===== src/rtl/vfcap_pkg.sv =====
package vfcap_pkg;

  localparam int NUM_BARS   = 6;
  localparam int CAP_DWORDS = 13;

  // dword index of each register relative to the capability base
  localparam logic [3:0] DW_CTRL  = 4'd0;
  localparam logic [3:0] DW_COUNT = 4'd1;
  localparam logic [3:0] DW_NUMVF = 4'd2;
  localparam logic [3:0] DW_ROUTE = 4'd3;
  localparam logic [3:0] DW_DEVID = 4'd4;
  localparam logic [3:0] DW_PGSUP = 4'd5;
  localparam logic [3:0] DW_PGSYS = 4'd6;
  localparam logic [3:0] DW_BAR0  = 4'd7;

  localparam int CTRL_EN_BIT  = 0;
  localparam int CTRL_MSE_BIT = 3;
  localparam int CTRL_ARI_BIT = 4;
  localparam logic [7:0] CTRL_WMASK =
    8'((1 << CTRL_EN_BIT) | (1 << CTRL_MSE_BIT) | (1 << CTRL_ARI_BIT));

  localparam logic [31:0] PGSZ_MANDATORY = 32'h0000_0553;
  localparam logic [31:0] PGSZ_DEFAULT   = 32'h0000_0001;

  typedef struct packed {
    logic [3:0]  be;
    logic [31:0] data;
  } cfg_wbus_t;

  function automatic logic [31:0] be_to_mask(input logic [3:0] be);
    logic [31:0] m;
    for (int b = 0; b < 4; b++) m[b*8 +: 8] = {8{be[b]}};
    return m;
  endfunction

  // writable address bits of a BAR of 2**log2sz bytes; 0 means not implemented
  function automatic logic [63:0] bar_wmask64(input logic [7:0] log2sz);
    if (log2sz == 8'd0) return 64'd0;
    return ~((64'd1 << log2sz) - 64'd1);
  endfunction

endpackage


===== src/rtl/vfcap_ctrl.sv =====
module vfcap_ctrl
  import vfcap_pkg::*;
#(
  parameter int TOTAL_VFS = 8
) (
  input  logic        clk,
  input  logic        rst_n,
  input  logic        func_rst,
  input  logic        ctrl_we,
  input  logic [7:0]  ctrl_byte,
  input  logic        num_we,
  input  logic [1:0]  num_be,
  input  logic [15:0] num_wdata,
  output logic [15:0] ctrl_q,
  output logic [15:0] num_q,
  output logic [15:0] active_q,
  output logic        vld_q
);

  localparam logic [15:0] TOTAL_W = 16'(TOTAL_VFS);

  logic [15:0] ctrl_d, num_d, active_d, pend_cnt_d, pend_cnt_q;
  logic        live_d, live_q, pend_d, pend_q, vld_d;
  logic        ctrl_en, num_en, live_en, act_en;
  logic        new_en, old_en, num_ok, act_up, act_dn;

  // enable-edge detection against the stored bit
  always_comb begin
    new_en = ctrl_byte[CTRL_EN_BIT];
    old_en = ctrl_q[CTRL_EN_BIT];
    num_ok = (num_q != 16'd0) && (num_q <= TOTAL_W);
    act_up = ctrl_we && new_en && !old_en && !live_q;
    act_dn = ctrl_we && !new_en && live_q;
  end

  always_comb begin
    ctrl_en = func_rst || ctrl_we;
    ctrl_d  = func_rst ? 16'd0 : {8'd0, ctrl_byte & CTRL_WMASK};

    num_en = func_rst || num_we;
    num_d  = num_q;
    if (func_rst) begin
      num_d = 16'd0;
    end else begin
      if (num_be[0]) num_d[7:0]  = num_wdata[7:0];
      if (num_be[1]) num_d[15:8] = num_wdata[15:8];
    end

    live_en = func_rst || act_up || act_dn;
    live_d  = !func_rst && act_up && num_ok;

    pend_d     = !func_rst && (act_up || act_dn);
    pend_cnt_d = (act_up && num_ok) ? num_q : 16'd0;

    act_en   = func_rst || pend_q;
    active_d = func_rst ? 16'd0 : pend_cnt_q;
    vld_d    = !func_rst && pend_q;
  end

  always_ff @(posedge clk or negedge rst_n) begin
    if (!rst_n) begin
      ctrl_q     <= 16'd0;
      num_q      <= 16'd0;
      live_q     <= 1'b0;
      pend_q     <= 1'b0;
      pend_cnt_q <= 16'd0;
      active_q   <= 16'd0;
      vld_q      <= 1'b0;
    end else begin
      if (ctrl_en) ctrl_q <= ctrl_d;
      if (num_en)  num_q  <= num_d;
      if (live_en) live_q <= live_d;
      pend_q     <= pend_d;
      pend_cnt_q <= pend_cnt_d;
      if (act_en)  active_q <= active_d;
      vld_q      <= vld_d;
    end
  end

endmodule


===== src/rtl/vfcap_pgsz.sv =====
module vfcap_pgsz
  import vfcap_pkg::*;
#(
  parameter logic [31:0] SUPPORTED = PGSZ_MANDATORY
) (
  input  logic        clk,
  input  logic        rst_n,
  input  logic        func_rst,
  input  logic        we,
  input  cfg_wbus_t   wbus,
  output logic [31:0] sys_q
);

  logic [31:0] wmask, sys_d;
  logic        sys_en;

  always_comb begin
    wmask  = SUPPORTED & be_to_mask(wbus.be);
    sys_en = func_rst || we;
    sys_d  = func_rst ? PGSZ_DEFAULT : ((sys_q & ~wmask) | (wbus.data & wmask));
  end

  always_ff @(posedge clk or negedge rst_n) begin
    if (!rst_n)      sys_q <= PGSZ_DEFAULT;
    else if (sys_en) sys_q <= sys_d;
  end

endmodule


===== src/rtl/vfcap_bars.sv =====
module vfcap_bars
  import vfcap_pkg::*;
#(
  parameter logic [NUM_BARS*32-1:0] BAR_TYPE = '0,
  parameter logic [NUM_BARS*8-1:0]  BAR_LOG2 = '0
) (
  input  logic                     clk,
  input  logic                     rst_n,
  input  logic                     func_rst,
  input  logic [NUM_BARS-1:0]      we,
  input  cfg_wbus_t                wbus,
  output logic [NUM_BARS*32-1:0]   bar_q
);

  function automatic logic [7:0] lg(input int i);
    return BAR_LOG2[i*8 +: 8];
  endfunction

  function automatic logic is_mem64(input int i);
    logic [31:0] t;
    t = BAR_TYPE[i*32 +: 32];
    return !t[0] && (t[2:1] == 2'b10) && (lg(i) != 8'd0);
  endfunction

  function automatic logic is_upper(input int i);
    if (i == 0) return 1'b0;
    return is_mem64(i - 1);
  endfunction

  function automatic logic [31:0] mask_of(input int i);
    logic [63:0] m;
    if (is_upper(i)) begin
      m = bar_wmask64(lg(i - 1));
      return m[63:32];
    end
    m = bar_wmask64(lg(i));
    return m[31:0];
  endfunction

  function automatic logic [31:0] init_of(input int i);
    if (is_upper(i)) return 32'd0;
    return BAR_TYPE[i*32 +: 32] & ~mask_of(i);
  endfunction

  logic [31:0] bemask;
  assign bemask = be_to_mask(wbus.be);

  for (genvar g = 0; g < NUM_BARS; g++) begin : g_bar
    localparam logic [31:0] WMASK = mask_of(g);
    localparam logic [31:0] INIT  = init_of(g);

    logic [31:0] q, d, m;
    logic        en;

    always_comb begin
      m  = WMASK & bemask;
      en = func_rst || we[g];
      d  = func_rst ? INIT : ((q & ~m) | (wbus.data & m));
    end

    always_ff @(posedge clk or negedge rst_n) begin
      if (!rst_n)  q <= INIT;
      else if (en) q <= d;
    end

    assign bar_q[g*32 +: 32] = q;
  end

endmodule


===== src/rtl/vfcap_rid.sv =====
module vfcap_rid #(
  parameter int          TOTAL_VFS = 8,
  parameter logic [15:0] VF_OFFSET = 16'h0080,
  parameter logic [15:0] VF_STRIDE = 16'h0002
) (
  input  logic [15:0]             pf_rid,
  output logic [TOTAL_VFS*16-1:0] vf_rid
);

  logic [15:0] first_rid;
  assign first_rid = pf_rid + VF_OFFSET;

  for (genvar n = 0; n < TOTAL_VFS; n++) begin : g_vf
    localparam logic [15:0] STEP = 16'(n) * VF_STRIDE;
    assign vf_rid[n*16 +: 16] = first_rid + STEP;
  end

endmodule


===== src/rtl/vfcap_regs.sv =====
module vfcap_regs
  import vfcap_pkg::*;
#(
  parameter logic [11:0]            CAP_BASE    = 12'h160,
  parameter int                     TOTAL_VFS   = 8,
  parameter int                     INITIAL_VFS = 8,
  parameter logic [15:0]            VF_OFFSET   = 16'h0080,
  parameter logic [15:0]            VF_STRIDE   = 16'h0002,
  parameter logic [15:0]            VF_DEVID    = 16'h10CA,
  parameter logic [31:0]            PGSZ_OPT    = 32'h0000_0000,
  parameter logic [NUM_BARS*32-1:0] BAR_TYPE    =
    {32'h0, 32'h1, 32'h0, 32'h4, 32'h0, 32'h0},
  parameter logic [NUM_BARS*8-1:0]  BAR_LOG2    =
    {8'd0, 8'd5, 8'd0, 8'd20, 8'd0, 8'd12}
) (
  input  logic                     clk,
  input  logic                     rst_n,
  input  logic                     func_rst,
  input  logic [15:0]              pf_rid,
  input  logic                     cfg_wr,
  input  logic [11:0]              cfg_addr,
  input  logic [3:0]               cfg_be,
  input  logic [31:0]              cfg_wdata,
  output logic [31:0]              cfg_rdata,
  output logic                     vf_en,
  output logic [15:0]              vf_active_cnt,
  output logic                     vf_active_vld,
  output logic [TOTAL_VFS*16-1:0]  vf_rid
);

  localparam logic [31:0] PGSZ_SUP  = PGSZ_MANDATORY | PGSZ_OPT;
  localparam logic [11:0] CAP_BYTES = 12'(CAP_DWORDS * 4);
  localparam logic [15:0] TOTAL_W   = 16'(TOTAL_VFS);
  localparam logic [15:0] INIT_W    = 16'(INITIAL_VFS);

  logic [11:0]         rel;
  logic [3:0]          dw;
  logic                in_rng, wr_hit;
  logic                ctrl_we, num_we, pg_we;
  logic [NUM_BARS-1:0] bar_we;
  cfg_wbus_t           wbus;

  logic [15:0]            ctrl_q, num_q;
  logic [31:0]            sys_q;
  logic [NUM_BARS*32-1:0] bar_q;

  // address decode
  always_comb begin
    rel     = cfg_addr - CAP_BASE;
    in_rng  = (cfg_addr >= CAP_BASE) && (rel < CAP_BYTES);
    dw      = rel[5:2];
    wr_hit  = cfg_wr && in_rng;
    ctrl_we = wr_hit && (dw == DW_CTRL) && cfg_be[0];
    num_we  = wr_hit && (dw == DW_NUMVF) && (cfg_be[1:0] != 2'b00);
    pg_we   = wr_hit && (dw == DW_PGSYS);
    for (int b = 0; b < NUM_BARS; b++)
      bar_we[b] = wr_hit && (dw == 4'(DW_BAR0 + 4'(b)));
    wbus.be   = cfg_be;
    wbus.data = cfg_wdata;
  end

  vfcap_ctrl #(
    .TOTAL_VFS (TOTAL_VFS)
  ) u_ctrl (
    .clk       (clk),
    .rst_n     (rst_n),
    .func_rst  (func_rst),
    .ctrl_we   (ctrl_we),
    .ctrl_byte (cfg_wdata[7:0]),
    .num_we    (num_we),
    .num_be    (cfg_be[1:0]),
    .num_wdata (cfg_wdata[15:0]),
    .ctrl_q    (ctrl_q),
    .num_q     (num_q),
    .active_q  (vf_active_cnt),
    .vld_q     (vf_active_vld)
  );

  vfcap_pgsz #(
    .SUPPORTED (PGSZ_SUP)
  ) u_pgsz (
    .clk      (clk),
    .rst_n    (rst_n),
    .func_rst (func_rst),
    .we       (pg_we),
    .wbus     (wbus),
    .sys_q    (sys_q)
  );

  vfcap_bars #(
    .BAR_TYPE (BAR_TYPE),
    .BAR_LOG2 (BAR_LOG2)
  ) u_bars (
    .clk      (clk),
    .rst_n    (rst_n),
    .func_rst (func_rst),
    .we       (bar_we),
    .wbus     (wbus),
    .bar_q    (bar_q)
  );

  vfcap_rid #(
    .TOTAL_VFS (TOTAL_VFS),
    .VF_OFFSET (VF_OFFSET),
    .VF_STRIDE (VF_STRIDE)
  ) u_rid (
    .pf_rid (pf_rid),
    .vf_rid (vf_rid)
  );

  // read mux
  always_comb begin
    cfg_rdata = 32'd0;
    if (in_rng) begin
      case (dw)
        DW_CTRL:  cfg_rdata = {16'd0, ctrl_q};
        DW_COUNT: cfg_rdata = {TOTAL_W, INIT_W};
        DW_NUMVF: cfg_rdata = {16'd0, num_q};
        DW_ROUTE: cfg_rdata = {VF_STRIDE, VF_OFFSET};
        DW_DEVID: cfg_rdata = {VF_DEVID, 16'd0};
        DW_PGSUP: cfg_rdata = PGSZ_SUP;
        DW_PGSYS: cfg_rdata = sys_q;
        default: begin
          for (int b = 0; b < NUM_BARS; b++)
            if (dw == 4'(DW_BAR0 + 4'(b))) cfg_rdata = bar_q[b*32 +: 32];
        end
      endcase
    end
  end

  assign vf_en = ctrl_q[CTRL_EN_BIT];

endmodule


===== config.mk =====
export PLATFORM = sky130hd
export DESIGN_NAME = vfcap_regs
export DESIGN_NICKNAME = d
export VERILOG_FILES = /design/src/rtl/vfcap_pkg.sv /design/src/rtl/vfcap_ctrl.sv /design/src/rtl/vfcap_pgsz.sv /design/src/rtl/vfcap_bars.sv /design/src/rtl/vfcap_rid.sv /design/src/rtl/vfcap_regs.sv
export SDC_FILE = /design/constraint.sdc
export NUM_CORES = 1
export LEC_CHECK = 0
export ABC_AREA = 1
export ABC_CLOCK_PERIOD_IN_PS = 2950
export BUFFER_PORTS_ARGS = -buffer_cell sky130_fd_sc_hd__buf_2
export CORE_MARGIN = 2
export CORE_UTILIZATION = 35
export DETAILED_ROUTE_END_ITERATION = 6
export MAX_ROUTING_LAYER = met4
export PLACE_DENSITY = 0.63
export SYNTH_ARGS = -nofsm -noshare
export SYNTH_HDL_FRONTEND = slang
export SYNTH_HIERARCHICAL = 1
export SYNTH_SLANG_ARGS = --single-unit

===== constraint.sdc =====
create_clock -name clk -period 2.95 [get_ports clk]
set_clock_uncertainty 0.15 [all_clocks]
set_input_delay 0.59 -clock clk [delete_from_list [all_inputs] [get_ports clk]]
set_output_delay 0.59 -clock clk [all_outputs]
set_load 0.05 [all_outputs]

; ---- Yosys cells after proc, flatten, opt, wreduce, memory -nomap -nowiden
; Cells that the tools add are included.
; W data, S select, Z words.
[totals]
reg_bits = 227
in_bits = 68
output_inout_bits = 178
word_cells = 120
[classes]
addsub = 9
order_cmp = 3
eq_ne = 12
muxes = 19
n_bitwise = 20
reduce_logical = 44
[ops]
columns = cell, count
row1 = $mux W32, 12
row2 = $and A32 B32 Y32, 9
row3 = $pmux W32 S7, 1
row4 = $or A32 B32 Y32, 5
row5 = $not A32 Y32, 4
row6 = $add A16 B4 Y16 const B, 4
row7 = $mux W16, 3
row8 = $add A16 B3 Y16 const B, 2
row9 = $and A32 B11 Y32, 1
row10 = $not A11 Y32, 1
row11 = $logic_and A1 B1 Y1, 22
row12 = $eq A4 B4 Y1 const B, 5
row13 = $add A16 B2 Y16 const B, 1
row14 = $add A16 B8 Y16 const B, 1
row15 = $eq A4 B3 Y1 const B, 4
row16 = $le A16 B4 Y1 const B, 1
row17 = $mux W8, 2
row18 = $reduce_bool A16 Y1, 1
row19 = $ge A12 B9 Y1 const B, 1
row20 = $lt A12 B6 Y1 const B, 1
row21 = $sub A12 B9 Y12 const B, 1
row22 = $logic_or A1 B1 Y1, 11
row23 = $eq A4 B2 Y1 const B, 2
row24 = $reduce_bool A2 Y1, 3
row25 = 5 further kinds, 9

; ---- Longest topological paths before layout
; Gate-level depths: netlist of run 1.
[depth]
depth_word = 11
depth_mapped = 15
mapped_depth_nobuf = 15

; ---- By module
; The synthesis of run 1 kept the hierarchy.
[by_module_without_submodules]
columns = module, n_inst, cells_per_inst, area_per_inst_um2, seq_area_each_um2
row1 = vfcap_bars, 1, 721, 5257.5, 2329.7
row2 = vfcap_regs, 1, 669, 2871.5, 0.0
row3 = vfcap_rid, 1, 383, 2192.1, 0.0
row4 = vfcap_ctrl, 1, 220, 2185.8, 1351.3
row5 = vfcap_pgsz, 1, 72, 516.7, 151.4

; ---- Worst setup path after synthesis of run 1
; Ideal clock, no wire load.
[synth_path]
path_kind = input to output
start = input port pf_rid[7]
end = output port vf_rid[24]
arrival_ps = 3576
required_time_ps = 2210
slack_ps = -1366
cell_stages = 7
cell_sequence = inv_2 > ha_1 > buf_2 > clkinv_1 > xor2_1 > nor2_1 > a21oi_1
[synth_via]
elab_chain_len = 2
[synth_lines]
columns = element, line_no
row1 = start: declaration, vfcap_regs.sv:19  ; input logic [15:0] pf_rid,
row2 = $add A16 B8 Y16, vfcap_rid.sv:11  ; assign first_rid = pf_rid + VF_OFFSET;
row3 = named net vf_rid[8], vfcap_regs.sv:28  ; output logic [TOTAL_VFS*16-1:0] vf_rid
row4 = $add A16 B2 Y16, vfcap_rid.sv:15  ; assign vf_rid[n*16 +: 16] = first_rid + STEP;
row5 = end: declaration, vfcap_regs.sv:28
; The timed path passes the listed nets, and every way through them passes these cells.

; ---- Final worst setup path of run 1
[layout_path]
start = input port pf_rid[2]
end = output port vf_rid[55]
[layout_via]
elab_chain_len = 2
[layout_lines]
columns = element, line_no
row1 = $add A16 B8 Y16, vfcap_rid.sv:11
row2 = $add A16 B3 Y16, vfcap_rid.sv:15
; Every way passes these cells.

==> reports/results.tsv, run 1 <==
metric	value	unit
TritonCTS clock tree	yes	
Sw Share	0.367	
Arrival @ worst endpoint	2.18	ns
layout cell share with drive strength beyond 1	0.253	
CTS sink count	153	
R2R Path End	u_ctrl/live_q	
Final Cycle Share	0.988	
slowest stage delay, CP	0.24	ns
DRC viols	0	
final hold violation count	0	
critical path, cell by cell	buf_2 > clkinvlp_4 > buf_4 > ha_4 > inv_2 > nand2_2 > nor2_4 > buf_4 > xor2_4 > clkbuf_4	
final wirelength	44.4	mm
GPL Wtd Cong	0.902	
design area	16700	µm²
Avg Inst Size Synth	6.31	µm²
worst skew pair latency	0.44	ns
Flop pwr share	0.355	
CP Capture Type	primary output	
Hold Crit Depth	3	
Worst VDD drop	399	µV
Chip Height	197	µm
worst setup path end	vf_rid[55]	
Pint	4.05	mW
number of CTS-inserted buffers	17	
largest net degree at the start of global routing	56	
most frequent cells in the layout	nand2_1 (793), inv_1 (197), buf_2 (176)	
reg2reg start	u_ctrl/num_q[13]	
CTS H-tree depth	4	
Yosys warning total	6	
critical path class	input pin to primary output	
Via density	4.72	
Min-Delay Path Class	input pin to flip-flop	
DIE AREA	38700	µm²
Comb power frac	0.295	
maximum operating frequency	343	MHz
Syn Inst Count	2061	
clk root buf	clkbuf_16	
Max-slew headroom	0.425	
Final ANT Viol Nets	0	
# Max-Cap Violations	0	
final slew viol count	0	
Initial DRT Pass Iterations	6	
final std cells w/o fill	2865	
Clock Path Buffers	2	
Worst Reg-to-Reg Cells	5	
global-route wire length before repair	67.5	mm
fin util	0.457	
All-Layer GR Usage	0.229	
final net count	2459	
Horiz. Die Dim	197	µm
grt ovf	0	
R2R setup slack	1.69	ns
Switching Power	2.35	mW
num rows	70	
placed cell areas	15600	µm²
total core area	36600	µm²
commonest non-fill, non-tap cell in the layout	nand2_1	
Lkg Pwr	8.99	nW
Initial Util	0.355	
post-placement cell count	2821	
post-DP HPWL	32.2	mm
RSZ-0062 raised after global routing	true	
Worst-Margin Slew	0.859	ns
required time worst endpoint	2.21	ns
Max FO, Critical Path	5	
DR iter-0 viols	986	
vias post-DR	13521	
Final setup violation count	0	
Worst-path clk slew	0.06	ns
Cell Area, Synth	13000	µm²
Critical Path Start	pf_rid[2]	
Tmin final	2.92	ns
Ports	246	
register area	3830	µm²
clock power share	0.350	
Power Density	383	nW/µm²
startpoint types	input pin	
antenna violations before repair	5	
IO buf count	234	
vias in the first global route	12372	
slowest CP cell	clkbuf_4	
status	complete, no violations	
fill count	3689	
CP dominant cell by count	buf_4	
Multi-input gate area	7760	µm²
Routed WL per cell	15.5	µm
area delta synth->final	28.7	%
==> flip-flops by register name (all words and copies together) (netlist names) <==
name	flops
u_ctrl/num_q	16
u_ctrl/ctrl_q	3
u_ctrl/pend_cnt_q	16
u_ctrl/live_q	1
u_ctrl/vld_q	1
u_ctrl/active_q	16
u_bars/g_bar.q	93
u_pgsz/sys_q	6
u_ctrl/pend_q	1
==> cell type report <==
class / count / area share
clock inverter: 13 / 0.00867
sequential: 153 / 0.229
timing repair buffer: 396 / 0.180
inverter: 236 / 0.0558
clock buffer: 19 / 0.0271
multi-input combinational: 1575 / 0.463
tap: 468 / 0.0350
antenna: 5 / 0.000747
==> how the worst min path moves through the flow <==
stage                                 end  slack (ns)                   from
floorplan           u_bars/g_bar[0].q[12]        0.14                  rst_n
global placement      u_ctrl/active_q[11]        0.27  u_ctrl/pend_cnt_q[11]
detailed placement     u_ctrl/active_q[4]        0.28   u_ctrl/pend_cnt_q[4]
CTS                      u_ctrl/num_q[11]        0.25          cfg_wdata[11]
global route             u_ctrl/num_q[11]        0.26          cfg_wdata[11]
finish                    u_ctrl/num_q[7]        0.27           cfg_wdata[7]
==> power groups by stage <==
stage	Sequential, mW	Combinational [mW]	Clock (mW)
after detailed placement	2.31	1.83	0
after floorplan	2.29	1.39	0
after global placement	2.31	1.80	0
after global routing	2.29	2.04	2.36
after CTS	2.27	1.84	2.27
final	2.28	1.89	2.24
==> critical path, delay by kind of cell <==
| family | cells | cell delay (ns) |
|---|---|---|
| fa+ha+maj | 1 | 0.17 |
| xor+xnor | 1 | 0.13 |
| buf+inv | 6 | 0.98 |
| simple gates | 2 | 0.29 |
==> routing by layer <==
layer / part of all wire / wire (µm) / vias to the layer above / GRT usage
met1: 0.42 / 18400 / 6282 / 0.278
met4: 0.026 / 1170 / 0 / 0.0819
met3: 0.064 / 2860 / 67 / 0.0318
met5: 0 / 0 / - / -
met2: 0.49 / 21900 / 509 / 0.389
li1: - / - / 6663 / -
==> metrics by stage <==
stage               power, mW  TNS, ns  worst slack, ns  hold WS (ns)
floorplan                3.68   -0.744           -0.132         0.144
global placement         4.11    -1.78           -0.140         0.272
detailed placement       4.14    -2.33           -0.175         0.280
CTS                      6.39        0          0.00670         0.254
global route             6.69  -0.0833          -0.0146         0.265
finish                   6.41        0           0.0348         0.267
==> timing repair <==
item | in CTS | in global routing
gates cloned | 0 | 4
setup endpoints to repair | 51 | 71
setup buffers | 0 | 2
hold buffers | 1 | 0
pin swaps | 1 | 7
gates resized for setup | 24 | 123
endpoints found under the hold margin | 17 | 0
(Power assumes the default switching activity.)
==> run 2: changes to the inputs <==
REMOVE_ABC_BUFFERS = 1   (was default)
==> reports/results.tsv, run 2 (synthesis gave the netlist of run 1 again) <==
metric	value	unit	change
Power Density	393	nW/µm²	+2.7%
Worst-path clk slew	0.06	ns	about the same
clock power share	0.352		+0.002
global-route wire length before repair	65.6	mm	-2.8%
Flop pwr share	0.361		+0.006
total core area	36600	µm²	unchanged
status	complete, no violations		
Arrival @ worst endpoint	2.16	ns	-0.02 ns
CTS sink count	153		unchanged
Largest register FFs	93		unchanged
Worst VDD drop	321	µV	-19%
num rows	70		unchanged
All-Layer GR Usage	0.222		-0.00735
reg2reg start	u_ctrl/num_q[15]		
slowest CP cell	o21ai_0		
Ports	246		unchanged
Sw Share	0.368		about the same
CTS H-tree depth	4		unchanged
Max FO, Critical Path	6		+1
DIE AREA	38700	µm²	unchanged
layout cell share with drive strength beyond 1	0.229		-0.0248
post-DP HPWL	30.5	mm	-5.2%
slowest stage delay, CP	0.52	ns	+0.28 ns
Critical Path Start	cfg_addr[5]		
maximum operating frequency	345	MHz	+0.60%
Comb power frac	0.286		-0.009
# Max-Cap Violations	0		unchanged
critical path, cell by cell	buf_2 > buf_4 > nand2_2 > o21ai_0 > nor2_1 > nor2_4 > nand2_2 > inv_1 > buf_6		
post-placement cell count	2818		-0.11%
CP Capture Type	primary output		
Final setup violation count	0		unchanged
CP dominant cell by count	nand2_2		
GPL Wtd Cong	0.929		+2.9%
Tmin final	2.90	ns	-0.0174 ns
TritonCTS clock tree	yes		
DR iter-0 viols	741		-25%
Min-Delay Path Class	input pin to async pin		
final net count	2452		-0.28%
Final ANT Viol Nets	0		unchanged
Worst-Margin Slew	0.785	ns	-0.0748 ns
largest net degree at the start of global routing	66		+18%
area delta synth->final	23.1	%	
Initial Util	0.355		unchanged
final slew viol count	0		unchanged
final hold violation count	0		unchanged
Pint	3.98	mW	-1.9%
Most flops, register	u_bars/g_bar.q		
Clock Path Buffers	2		unchanged
worst path buffer plus inverter count	4		-2
RSZ-0062 raised after global routing	true		
Switching Power	2.31	mW	-1.7%
commonest non-fill, non-tap cell in the layout	nand2_1		
Chip Height	197	µm	unchanged
critical path class	input pin to primary output		
top cell family by delay on the critical path	simple AND/OR/NAND/NOR gates		
Routed WL per cell	14.8	µm	-4.7%
Via density	4.66		-1.3%
Initial DRT Pass Iterations	6		unchanged
most frequent cells in the layout	nand2_1 (801), inv_1 (207), nand3_1 (172)		
final wirelength	42.1	mm	-5.0%
fin util	0.437		-0.0199
required time worst endpoint	2.21	ns	about the same
Max-slew headroom	0.475		+0.0501
clk root buf	clkbuf_16		
startpoint types	input pin		
worst skew pair latency	0.44	ns	about the same
final std cells w/o fill	2856		-0.31%
vias post-DR	13305		-1.6%
number of CTS-inserted buffers	17		unchanged
antenna violations before repair	3		-2
Final Cycle Share	0.982		-0.00588
IO buf count	234		unchanged
Horiz. Die Dim	197	µm	unchanged
Lkg Pwr	8.86	nW	-1.4%
DRC viols	0		unchanged
vias in the first global route	12456		+0.68%
grt ovf	0		unchanged
-- run 2: cell types whose count changed in the layout (fill, tap and decap cells not counted), moves of 12 or more --
cell and change:
xor2_4 -12, buf_6 -15, xor2_1 +23, buf_4 +19
buf_12 -13, nor2_2 -14
-- run 2: path summary, 6_finish.rpt --
| path | end | slack, ns | cells past startpoint |
|---|---|---|---|
| max reg2reg | u_ctrl/live_q | 1.69 | 5 |
| max in group asynchronous | u_pgsz/sys_q[0] | 1.86 | 2 |
| min reg2reg | u_ctrl/active_q[4] | 0.29 | 2 |
| max | cfg_rdata[19] | 0.05 | 9 |
| min in group clk | u_ctrl/num_q[7] | 0.26 | 3 |
| min | u_ctrl/active_q[10] | 0.01 | 1 |
-- run 2: repair_timing --
item / in CTS / in global routing
setup buffers: 0 / 1
endpoints found under the hold margin: 0 / 0
gates resized for setup: 23 / 122
pin swaps: 0 / 6
gates cloned: 0 / 2
hold buffers: 0 / 0
setup endpoints to repair: 41 / 77
-- run 2: final cells by class --
type                            instances  area (µm²)
Tap cell                              468         586
Inverter                              236         887
Fill cell                            3818       20600
Multi-Input combinational cell       1575        7380
Sequential cell                       153        3830
Clock inverter                         15         166
Timing Repair Buffer                  389        2730
Clock buffer                           17         425
Antenna cell                            3        7.51
-- run 2: power groups by stage --
stage	Combinational [mW]	Sequential [mW]	Clock, mW
after floorplan	1.05	2.29	0
after global placement	1.72	2.31	0
after detailed placement	1.74	2.31	0
final	1.80	2.27	2.22
after CTS	1.75	2.27	2.25
after global routing	1.96	2.29	2.33
-- run 2: metal layers --
metal / part of all wire / global-route usage
met5: 0 / -
met4: 0.022 / 0.0696
met3: 0.057 / 0.0270
met2: 0.50 / 0.392
met1: 0.42 / 0.262
-- run 2: metrics by stage --
stage	setup WS, ns	hold WS [ns]	area (µm²)	total power [mW]	setup TNS [ns]
after floorplan	-1.40	0.144	11900	3.35	-71.70
after global placement	-0.123	0.271	15000	4.02	-1.79
after detailed placement	-0.149	0.276	15000	4.05	-2.44
after CTS	-0.00550	0.0255	15600	6.28	-0.00550
after global routing	-0.0466	0.0562	16000	6.58	-0.425
final	0.0522	0.0149	16000	6.29	0
==> run 3: changes to the inputs <==
CORE_UTILIZATION = 40   (was 35)
PLACE_DENSITY = 0.69   (was 0.63)
==> reports/results.tsv, run 3 (synthesis gave the netlist of run 1 again) <==
metric	value	unit	change
final slew viol count	0		unchanged
Routed WL per cell	14.4	µm	-2.4%
Via density	4.69		+0.74%
CP Capture Type	primary output		
Ports	246		unchanged
fill count	3250		-15%
critical path class	input pin to primary output		
Worst-Margin Slew	0.916	ns	+0.131 ns
critical path, cell by cell	buf_2 > ha_4 > inv_1 > nor2_4 > nand2_1 > nor3_4 > nand2_1 > xor2_1 > buf_2		
Most flops, register	u_bars/g_bar.q		
final hold violation count	1		+1
Final setup violation count	0		unchanged
DRC viols	0		unchanged
final net count	2451		-0.041%
vias post-DR	13277		-0.21%
Worst Reg-to-Reg Cells	5		unchanged
Final ANT Viol Nets	0		unchanged
Max FO, Critical Path	5		-1
Tmin final	2.90	ns	+0.00487 ns
final wirelength	40.8	mm	-3.3%
CTS sink count	153		unchanged
startpoint types	input pin		
worst path buffer plus inverter count	3		-1
GPL Wtd Cong	0.906		-2.4%
top cell family by delay on the critical path	simple AND/OR/NAND/NOR gates		
CTS H-tree depth	4		unchanged
grt ovf	0		unchanged
num rows	66		-5.7%
Power Density	397	nW/µm²	+1.0%
clk root buf	clkbuf_16		
setup TNS	0	ns	unchanged
Worst VDD drop	303	µV	-5.7%
layout cell share with drive strength beyond 1	0.227		-0.00200
DR iter-0 viols	897		+21%
Worst-path clk slew	0.06	ns	about the same
fin util	0.494		+0.0561
Arrival @ worst endpoint	2.16	ns	about the same
worst skew pair latency	0.44	ns	about the same
hold_ws	-0.0000947	ns	-0.0150 ns
failing checks	negative hold slack		
TritonCTS clock tree	yes		
Final Cycle Share	0.984		+0.00165
RSZ-0062 raised after global routing	true		
DIE AREA	34000	µm²	-12%
post-layout power	6.33	mW	+0.55%
Chip Height	184	µm	-6.3%
register area	3830	µm²	unchanged
Max-slew headroom	0.387		-0.0879
antenna violations before repair	3		unchanged
area delta synth->final	22.5	%	
total core area	32300	µm²	-12%
slowest CP cell	nor3_4		
required time worst endpoint	2.21	ns	about the same
Largest register FFs	93		unchanged
Multi-input gate area	7350	µm²	-0.44%
Initial Util	0.403		+0.0476
Initial DRT Pass Iterations	5		-1
Lkg Pwr	8.84	nW	-0.22%
IO buf count	234		unchanged
status	finished, violations left		
Horiz. Die Dim	184	µm	-6.3%
vias in the first global route	12357		-0.79%
Min-Delay Path Class	input pin to async pin		
CP Depth	9		unchanged
maximum operating frequency	345	MHz	-0.17%
commonest non-fill, non-tap cell in the layout	nand2_1		
most frequent cells in the layout	nand2_1 (800), inv_1 (208), buf_2 (181)		
# Max-Cap Violations	0		unchanged
slowest stage delay, CP	0.30	ns	-0.22 ns
global-route wire length before repair	63.2	mm	-3.7%
largest net degree at the start of global routing	68		+3.0%
Clock Path Buffers	2		unchanged
number of CTS-inserted buffers	17		unchanged
hold buffers post-CTS	0		unchanged
All-Layer GR Usage	0.244		+0.0223
post-DP HPWL	29.7	mm	-2.7%
## run 3: cell count changes in the layout (fill, tap and decap cells not counted), sizes merged
cell / previous run / this run
clkinv: 10 / 9
clkbuf: 48 / 35
buf: 358 / 374
inv: 236 / 231
bufinv: 2 / 3
clkinvlp: 3 / 4
## run 3: per-stage QoR
stage	hold WS [ns]	worst slack, ns	std cells	instance area (µm²)
after floorplan	0.144	-1.40	1964	11900
after global placement	0.271	-0.121	2792	15000
after detailed placement	0.279	-0.150	2792	15000
after CTS	0.0256	0.00620	2824	15700
after global routing	0.0385	-0.0540	2829	15900
final	-0.0000947	0.0473	2829	15900
## run 3: path summary, 6_finish.rpt
check	startpoint	endpoint	slack, ns
setup / recovery	pf_rid[3]	vf_rid[43]	0.05
hold / removal	rst_n	u_ctrl/pend_cnt_q[4]	-0.00009
setup reg to reg	u_ctrl/num_q[10]	u_ctrl/live_q	1.70
hold reg to reg	u_ctrl/pend_cnt_q[7]	u_ctrl/active_q[7]	0.29
max in group asynchronous	rst_n	u_bars/g_bar[4].q[10]	1.91
min in group clk	cfg_wdata[2]	u_ctrl/num_q[2]	0.26
## run 3: layer usage
| layer | wire [µm] | GRT usage |
|---|---|---|
| met2 | 20800 | 0.443 |
| met5 | 0 | - |
| met1 | 16600 | 0.269 |
| met3 | 2340 | 0.0336 |
| met4 | 1040 | 0.0957 |
## run 3: layout make-up
| class | count | area share |
|---|---|---|
| antenna | 3 | 0.000471 |
| clock buffer | 21 | 0.0283 |
| clock inverter | 11 | 0.00919 |
| inverter | 236 | 0.0561 |
| multi-input combinational | 1575 | 0.461 |
| sequential | 153 | 0.240 |
| tap | 442 | 0.0347 |
| timing repair buffer | 388 | 0.170 |
## run 3: report_power, final
group	internal (mW)	leakage [nW]	switching [mW]
registers	2.20	2.04	0.0752
clock network	1.35	0.287	0.894
logic	0.524	6.51	1.28
total	4.08	8.84	2.25
## run 3: what timing repair did
| item | 4_1_cts | 5_1_grt |
|---|---|---|
| endpoints found under the setup margin | 42 | 75 |
| resized for setup | 41 | 76 |
| pin swaps | 0 | 7 |
| buffers inserted | 0 | 2 |
| hold endpoints to repair | 0 | 0 |
## run 3: worst reg2reg max path, delay by kind of cell, from the launching register on
kind               cells  cell delay (ns)
and+or+nand+nor        4             0.52
DFF                    1             0.40
AOI/OAI and AO/OA      1             0.12
